==> src/rtl/mac_pkg.sv <==
package mac_pkg;

  typedef enum logic [1:0] {
    OP_MPY = 2'd0,
    OP_MAC = 2'd1,
    OP_MSU = 2'd2,
    OP_CLR = 2'd3
  } mac_op_e;

endpackage

==> src/rtl/mac_mult_stage.sv <==
// First pipeline stage: operand select, signed multiply, product register
// with per-half write access, and the issue tag for the accumulate stage.
module mac_mult_stage
  import mac_pkg::*;
#(
  parameter int OP_W = 16
) (
  input  logic                  clk,
  input  logic                  rst_n,
  input  logic                  issue_valid,
  input  logic [1:0]            issue_op,
  input  logic [OP_W-1:0]       opa,
  input  logic [OP_W-1:0]       opb,
  input  logic                  reuse,
  input  logic [1:0]            wr_en,
  input  logic [OP_W-1:0]       wr_data,
  output logic [2*OP_W-1:0]     prod_q,
  output logic                  stage_valid_q,
  output logic [1:0]            stage_op_q
);

  localparam int PROD_W = 2 * OP_W;
  localparam int HALVES = PROD_W / OP_W;

  logic [OP_W-1:0]          mult_b;
  logic signed [PROD_W-1:0] product;
  logic                     do_mul;
  logic                     prod_en;
  logic [PROD_W-1:0]        prod_d;

  // The held upper half may replace the second operand.
  assign mult_b  = reuse ? prod_q[PROD_W-1 -: OP_W] : opb;
  assign product = PROD_W'($signed(opa)) * PROD_W'($signed(mult_b));
  assign do_mul  = issue_valid && (mac_op_e'(issue_op) != OP_CLR);

  always_comb begin
    prod_d  = prod_q;
    prod_en = do_mul || (|wr_en);
    if (do_mul) begin
      prod_d = product;
    end else begin
      for (int h = 0; h < HALVES; h++) begin
        if (wr_en[h]) prod_d[h*OP_W +: OP_W] = wr_data;
      end
    end
  end

  always_ff @(posedge clk or negedge rst_n) begin
    if (!rst_n) begin
      prod_q        <= '0;
      stage_valid_q <= 1'b0;
      stage_op_q    <= '0;
    end else begin
      if (prod_en) prod_q <= prod_d;
      stage_valid_q <= issue_valid;
      stage_op_q    <= issue_op;
    end
  end

endmodule

==> src/rtl/mac_acc_stage.sv <==
// Second pipeline stage: guarded accumulator and sticky overflow.
module mac_acc_stage
  import mac_pkg::*;
#(
  parameter int PROD_W = 32,
  parameter int GUARD  = 8
) (
  input  logic                      clk,
  input  logic                      rst_n,
  input  logic                      clear,
  input  logic                      step_valid,
  input  logic [1:0]                step_op,
  input  logic [PROD_W-1:0]         prod,
  output logic [PROD_W+GUARD-1:0]   acc_q,
  output logic                      sticky_q
);

  localparam int ACC_W = PROD_W + GUARD;

  logic [ACC_W-1:0] prod_ext;
  logic [ACC_W-1:0] sum;
  logic [GUARD:0]   top_bits;
  logic             sum_fits;
  logic [ACC_W-1:0] acc_d;
  logic             sticky_d;
  logic             acc_en;

  always_comb begin
    prod_ext = {{GUARD{prod[PROD_W-1]}}, prod};
    unique case (mac_op_e'(step_op))
      OP_MPY:  sum = prod_ext;
      OP_MAC:  sum = acc_q + prod_ext;
      OP_MSU:  sum = acc_q - prod_ext;
      default: sum = '0;
    endcase
    top_bits = sum[ACC_W-1:PROD_W-1];
    sum_fits = (&top_bits) || !(|top_bits);
  end

  always_comb begin
    acc_d    = acc_q;
    sticky_d = sticky_q;
    acc_en   = 1'b0;
    if (clear) begin
      acc_d    = '0;
      sticky_d = 1'b0;
      acc_en   = 1'b1;
    end else if (step_valid) begin
      acc_d    = sum;
      sticky_d = sticky_q || !sum_fits;
      acc_en   = 1'b1;
    end
  end

  always_ff @(posedge clk or negedge rst_n) begin
    if (!rst_n) begin
      acc_q    <= '0;
      sticky_q <= 1'b0;
    end else if (acc_en) begin
      acc_q    <= acc_d;
      sticky_q <= sticky_d;
    end
  end

endmodule

==> src/rtl/mac_sat.sv <==
// Range check and clamp of the guarded accumulator to the product width.
module mac_sat #(
  parameter int PROD_W = 32,
  parameter int GUARD  = 8
) (
  input  logic [PROD_W+GUARD-1:0] acc,
  output logic [PROD_W-1:0]       acc_sat,
  output logic                    ovf
);

  localparam int ACC_W = PROD_W + GUARD;
  localparam logic [PROD_W-1:0] POS_LIM = {1'b0, {(PROD_W-1){1'b1}}};
  localparam logic [PROD_W-1:0] NEG_LIM = {1'b1, {(PROD_W-1){1'b0}}};

  logic [GUARD:0] upper;

  always_comb begin
    upper = acc[ACC_W-1:PROD_W-1];
    ovf   = !((&upper) || !(|upper));
    if (!ovf)                acc_sat = acc[PROD_W-1:0];
    else if (acc[ACC_W-1])   acc_sat = NEG_LIM;
    else                     acc_sat = POS_LIM;
  end

endmodule

==> src/rtl/mac_unit.sv <==
// Top: reset synchronizer, multiply stage, accumulate stage, clamp view.
module mac_unit #(
  parameter int OP_W        = 16,
  parameter int GUARD       = 8,
  parameter int SYNC_STAGES = 2
) (
  input  logic                         clk,
  input  logic                         rst_n,
  input  logic                         in_valid,
  input  logic [1:0]                   op,
  input  logic [OP_W-1:0]              opa,
  input  logic [OP_W-1:0]              opb,
  input  logic                         reuse_prod,
  input  logic                         clear,
  input  logic [1:0]                   prod_wr,
  input  logic [OP_W-1:0]              prod_wdata,
  input  logic                         prod_half_sel,
  output logic [2*OP_W+GUARD-1:0]      acc,
  output logic [2*OP_W-1:0]            acc_sat,
  output logic                         ovf,
  output logic                         ovf_sticky,
  output logic [2*OP_W-1:0]            prod,
  output logic [OP_W-1:0]              prod_half
);

  localparam int PROD_W = 2 * OP_W;

  logic [SYNC_STAGES-1:0] rst_pipe;
  logic                   rst_sync_n;
  logic                   stage_valid;
  logic [1:0]             stage_op;

  // Assert asynchronously, release on the clock.
  generate
    if (SYNC_STAGES > 1) begin : g_sync_chain
      always_ff @(posedge clk or negedge rst_n) begin
        if (!rst_n) rst_pipe <= '0;
        else        rst_pipe <= {rst_pipe[SYNC_STAGES-2:0], 1'b1};
      end
    end else begin : g_sync_single
      always_ff @(posedge clk or negedge rst_n) begin
        if (!rst_n) rst_pipe <= '0;
        else        rst_pipe <= 1'b1;
      end
    end
  endgenerate

  assign rst_sync_n = rst_pipe[SYNC_STAGES-1];

  mac_mult_stage #(.OP_W(OP_W)) u_mult (
    .clk           (clk),
    .rst_n         (rst_sync_n),
    .issue_valid   (in_valid),
    .issue_op      (op),
    .opa           (opa),
    .opb           (opb),
    .reuse         (reuse_prod),
    .wr_en         (prod_wr),
    .wr_data       (prod_wdata),
    .prod_q        (prod),
    .stage_valid_q (stage_valid),
    .stage_op_q    (stage_op)
  );

  mac_acc_stage #(.PROD_W(PROD_W), .GUARD(GUARD)) u_acc (
    .clk        (clk),
    .rst_n      (rst_sync_n),
    .clear      (clear),
    .step_valid (stage_valid),
    .step_op    (stage_op),
    .prod       (prod),
    .acc_q      (acc),
    .sticky_q   (ovf_sticky)
  );

  mac_sat #(.PROD_W(PROD_W), .GUARD(GUARD)) u_sat (
    .acc     (acc),
    .acc_sat (acc_sat),
    .ovf     (ovf)
  );

  assign prod_half = prod_half_sel ? prod[PROD_W-1 -: OP_W] : prod[OP_W-1:0];

endmodule

==> config.mk <==
export PLATFORM = sky130hd
export DESIGN_NAME = mac_unit
export DESIGN_NICKNAME = d
export VERILOG_FILES = /design/src/rtl/mac_pkg.sv /design/src/rtl/mac_mult_stage.sv /design/src/rtl/mac_acc_stage.sv /design/src/rtl/mac_sat.sv /design/src/rtl/mac_unit.sv
export SDC_FILE = /design/constraint.sdc
export NUM_CORES = 1
export LEC_CHECK = 0
export BUFFER_PORTS_ARGS = -buffer_cell sky130_fd_sc_hd__buf_2
export CAP_MARGIN = 20
export CORE_UTILIZATION = 45
export CTS_BUF_LIST = sky130_fd_sc_hd__clkbuf_8
export DETAILED_ROUTE_END_ITERATION = 16
export HOLD_SLACK_MARGIN = 0.08
export MAX_ROUTING_LAYER = met4
export SETUP_SLACK_MARGIN = 0.1
export SYNTH_ARGS = -nofsm -noshare
export SYNTH_HDL_FRONTEND = slang
export SYNTH_SLANG_ARGS = --single-unit
==> constraint.sdc <==
create_clock -name clk -period 2.6 [get_ports clk]
set_input_delay 0.65 -clock clk [delete_from_list [all_inputs] [get_ports clk]]
set_output_delay 0.65 -clock clk [all_outputs]
set_load 0.01 [all_outputs]
**Word-level counts from Yosys, hierarchy flattened**

Index checks and enable logic that the tools add are counted.

- $add $sub $neg: 2
- Multiply operators: 1
- Divide/modulo/power cells: 0
- Order comparisons: 0
- Eq/ne operators: 3
- Shifts and indexed selects: 0
- Multiplexer cells: 14
- Bitwise operators: 0
- Reductions and logical operators: 21

Operator list:

| kind | number |
|---|---|
| 40-bit case mux with 3 select lines | 1 |
| 32-bit two-way mux | 3 |
| 40-bit two-way mux | 2 |
| 16-bit two-way mux | 4 |
| 40-bit adder | 1 |
| 40-bit subtractor | 1 |
| 16-bit by 16-bit multiplier with 32-bit output | 1 |
| 9-bit AND reduction | 2 |
| 9-bit OR reduction | 2 |
| 2-bit AND reduction | 3 |
| 2-bit nonzero test | 3 |
| 1-bit zero test | 4 |
| 1-bit logical OR | 4 |
| 1-bit two-way mux | 4 |
| 2-bit by 1-bit == test with 1-bit output, second input constant | 1 |
| 2-bit == test, second input constant | 1 |
| 2-bit zero test | 1 |
| 2-bit != test, second input constant | 1 |
| 2-bit OR reduction | 1 |
| 1-bit logical AND | 1 |

- Flip-flop bits (word level): 78
- Latch bits: 0
- Bits in writable memories: 0
- ROM bits: 0
- Input bits: 58
- Logic and storage cells: 48
- Memories kept: 0

**Logic depth before layout (Yosys ltp)**

- Depth in word-level cells: 9
- Gate-level depth with buffers: 29
- Mapped depth without buffers: 26

**Cells and area by module**

From an unflattened synthesis, not the netlist that was laid out.

- Cells, all modules: 2031
- Area, all modules: 17550.6 sq um

Modules (own cells, without submodules):

| module | instances | cells an instance | area each (sq um) | sequential area each (sq um) |
|---|---|---|---|---|
| mac_mult_stage | 1 | 1243 | 11667.4 | 875.8 |
| mac_acc_stage | 1 | 682 | 5016.1 | 1026.0 |
| mac_sat | 1 | 85 | 564.3 | 0.0 |
| mac_unit | 1 | 21 | 302.8 | 50.0 |

**Least setup slack after synthesis**

No wires, ideal clock.

- Path kind: input-to-reg
- Start: input port reuse_prod
- End: register u_mult.prod_q[29]
- Library setup time: 0.137 ns
- Arrival time: 7.608 ns
- Slack: -5.145 ns
- Stages on the path: 25
- Path buffers: 4
- Path through: clkbuf_1 buf_1 mux2_2 clkbuf_1 nand2_1 inv_1 fa_1 fa_1 fa_1 fa_1 fa_1 inv_1 fa_1 inv_1 ha_1 clkbuf_1 a21o_1 a21o_1 a221oi_1 o21ai_1 a221o_1 a311o_1 a21oi_1 xor2_1 a21oi_1

- Longest elaborated chain between the ends: 3

Ends and longest elaborated chain:

| what | line | text |
|---|---|---|
| from (decl) | mac_unit.sv:13 | `input logic reuse_prod,` |
| 16-bit two-way mux | mac_mult_stage.sv:32 | `assign mult_b = reuse ? prod_q[PROD_W-1 -: OP_W] : opb;` |
| 16-bit by 16-bit multiplier with 32-bit output | mac_mult_stage.sv:33 | `assign product = PROD_W'($signed(opa)) * PROD_W'($signed(mult_b));` |
| 32-bit two-way mux | mac_mult_stage.sv:39 | `if (do_mul) begin` |
| to (signal assigned) | mac_mult_stage.sv:54 | `if (prod_en) prod_q <= prod_d;` |
| to (decl) | mac_mult_stage.sv:17 | `output logic [2*OP_W-1:0] prod_q,` |

Every way passes these cells.
A chain may end at the register's enable or synchronous reset.

**Worst setup path after layout**

- Start: input port reuse_prod
- End: register u_mult.prod_q[28]

The elaborated chain is that of the path after synthesis.

==> reports/metrics.csv <==
metric;value;unit
status;finished, violations left;
violations;setup timing;
fin_crit_sh;254.2;%
design.core.area;36790;µm²
rsz0062_at_grt;yes;
grt_pass1_vias;16666;
ys_seq_elements;78;
worstMarginPinSlew;0.6356;ns
syn_to_final_growth;48.68;%
placed_area;22000;µm²
io_buffer_count;179;
async_reset_ff_share;100.0;%
drv_slew;0;
synth_cell_types;80;
syn_area;16940;µm²
rows;70;
wl_per_cell;19.47;µm
rr_worst_depth;27;
yosys.area_share.simple;14.91;%
setup_violations;96;
path_class;input pin to flip-flop;
cts_buffers;9;
synth_top_family_by_area;adder cells;
cp_data_arrival_time;6.88;ns
hp-class;flip-flop to asynchronous set/reset pin;
postSynthAreaPerCell;8.758;µm²
finalHoldViolCount;0;
die_height;196.0;µm
via_per_inst;5.298;
finalWorstSetupSlack;-4.009;ns
startpoint_type;input pin;
setup_tns;-132.36;ns
dp_hpwl;47350;µm
drt-total-wl;59180;µm
nets;3011;
synthFlopType;dfrtp_1;
die_width;196.0;µm
ant_nets;0;
synth_compound_area_share;14.19;%
cp_max_fo;7;
synthAdderAreaFrac;40.32;%
drt-initial-drc-count;851;
synth_mux_area_share;4.269;%
required;2.87;ns
cts_num_sinks;78;
dr_total_vias;16106;
synthCells;1934;
seq_area_frac_synth;11.52;%
fillers;2855;
synth_fp_nets;2380;
stdcell_area;25180;µm²
grt_first_pass_wirelength;91780;µm
clk_pin_slew;0.09;ns
antenna_found_initial;1;
slew-limit-headroom;57.30;%
gp_congestion;0.9335;
drive_gt1_share;44.32;%
synth_edf_count;0;
drc;0;
cap_violations;0;
post-route-min-period;6.609;ns
clk_latency;0.40;ns
clock-skew-final;0.01747;ns
hold-worst-slack;0.2554;ns
drt_pass1_iterations;5;
ys_warn_count;0;
synth-xor-area-share;4.956;%
cts_root_buffer;clkbuf_8;
io_pins;180;
cts-htree-levels;3;
cp-end-kind;flip-flop;
clockBufferDepth;2;
die_area;38420;µm²
place_ws;-4.638;ns
overflow;0;
grt_start_max_net_pins;41;
start_util;46.05;%
grtUsageTotal;31.93;%
tritoncts;yes;
max_freq;151.3;MHz
[per-layer routing]
metal / global-route usage [%] / wire, µm / up-vias
met3: 2.922 / 2597 / 75
met1: 41.26 / 25400 / 8123
li1: - / - / 7480
met2: 53.99 / 29580 / 428
met4: 8.160 / 1602 / 0
met5: - / 0 / -
[through the flow]
step / utilization (%) / cells
after floorplan: - / 1934
after global routing: 68.46 / 3039
after global placement: 59.81 / 2905
final: 68.46 / 3040
after CTS: 65.33 / 3006
after detailed placement: 59.81 / 2905
[logic make-up after synthesis]
logic type      Yosys count
compound gates          374
xor+xnor                 95
fa+ha+maj               388
buf+inv                 426
flops                    78
mux                      68
other cells               1
simple gates            504
[worst paths after layout]
| kind | slack [ns] | startpoint | end |
|---|---|---|---|
| worst max-delay path | -4.01 | reuse_prod | u_mult.prod_q[28]$_DFFE_PN0P_ |
| worst min-delay path | 0.26 | rst_pipe[1]$_DFF_PN0_ | u_acc.acc_q[10]$_DFFE_PN0P_ |
| worst max register to register | -3.94 | u_mult.prod_q[20]$_DFFE_PN0P_ | u_mult.prod_q[28]$_DFFE_PN0P_ |
| worst min register to register | 0.26 | rst_pipe[1]$_DFF_PN0_ | u_acc.acc_q[10]$_DFFE_PN0P_ |
| max in group asynchronous | 1.58 | rst_pipe[1]$_DFF_PN0_ | u_mult.prod_q[22]$_DFFE_PN0P_ |
| min in group clk | 0.36 | rst_pipe[0]$_DFF_PN0_ | rst_pipe[1]$_DFF_PN0_ |
[timing repair]
item | CTS | global route
endpoints found under the hold margin | 2 | 0
resized for setup | 275 | 193
hold buffers | 1 | 0
gates cloned | 3 | 0
pin swaps | 210 | 189
setup endpoints to repair | 98 | 99
setup buffers | 88 | 37
[cells in the mapped netlist (all sizes together) (20+ instances only)]
| cell type | count | share of area [%] |
|---|---|---|
| clkbuf | 82 | 1.9 |
| nor2 | 63 | 1.4 |
| a21o | 54 | 2.4 |
| xor2 | 20 | 1.0 |
| o21ai | 101 | 3.0 |
| nand2 | 205 | 4.5 |
| inv | 332 | 7.4 |
| xnor2 | 75 | 3.9 |
| and2 | 67 | 2.5 |
| mux2i | 44 | 2.7 |
| a21oi | 95 | 2.8 |
| a22oi | 29 | 1.3 |
| dfrtp | 78 | 12 |
| ha | 125 | 9.2 |
| fa | 263 | 31 |
| mux2 | 24 | 1.6 |
| nor2b | 77 | 2.8 |
| nand2b | 20 | 0.74 |
[placed cells by master (no fill, tap or decap), drive strengths merged, types with 29 or more instances in the layout]
cell type  Yosys  routed
dfrtp         78      78
nor2          63      63
and2          67      67
fa           263     263
a21o          54      54
ha           125     125
inv          332     333
buf            9     710
mux2i         44      44
o21ai        101     101
xnor2         75      75
a21oi         95      95
nand2        205     205
a22oi         29      29
nor2b         77      77
[critical path: stages]
cell	delay, ns
buf_12	0.13
buf_12	0.13
buf_12	0.14
mux2_4	0.31
buf_6	0.14
and2_1	0.16
fa_1	0.48
fa_2	0.60
fa_1	0.46
fa_2	0.49
fa_1	0.51
inv_1	0.05
fa_1	0.53
inv_1	0.05
ha_2	0.17
a21o_1	0.18
a21o_1	0.20
a221oi_2	0.33
o21ba_2	0.18
o21ai_2	0.05
a31o_2	0.22
a21oi_2	0.12
buf_4	0.13
o21bai_1	0.05
a21oi_1	0.15
xor2_1	0.17
mux2i_1	0.09
[state kept, by name (all words and copies together), names as in the netlist]
register,count
u_mult.stage_valid_q,1
u_mult.stage_op_q,2
u_mult.prod_q,32
u_acc.acc_q,40
u_acc.sticky_q,1
rst_pipe,2
[area by class of cell]
class / instances / area [µm²] / area share (%)
antenna: 2 / 5.005 / 0.01987
clock buffer: 11 / 151.4 / 0.6012
clock inverter: 5 / 65.06 / 0.2583
inverter: 332 / 1249 / 4.958
multi-input combinational: 1433 / 15630 / 62.08
sequential: 78 / 1964 / 7.800
tap: 468 / 585.6 / 2.325
timing repair buffer: 711 / 5530 / 21.96
Power is not shown: default switching activity piles up to over one toggle a cycle in this logic, so the estimate is an artifact.
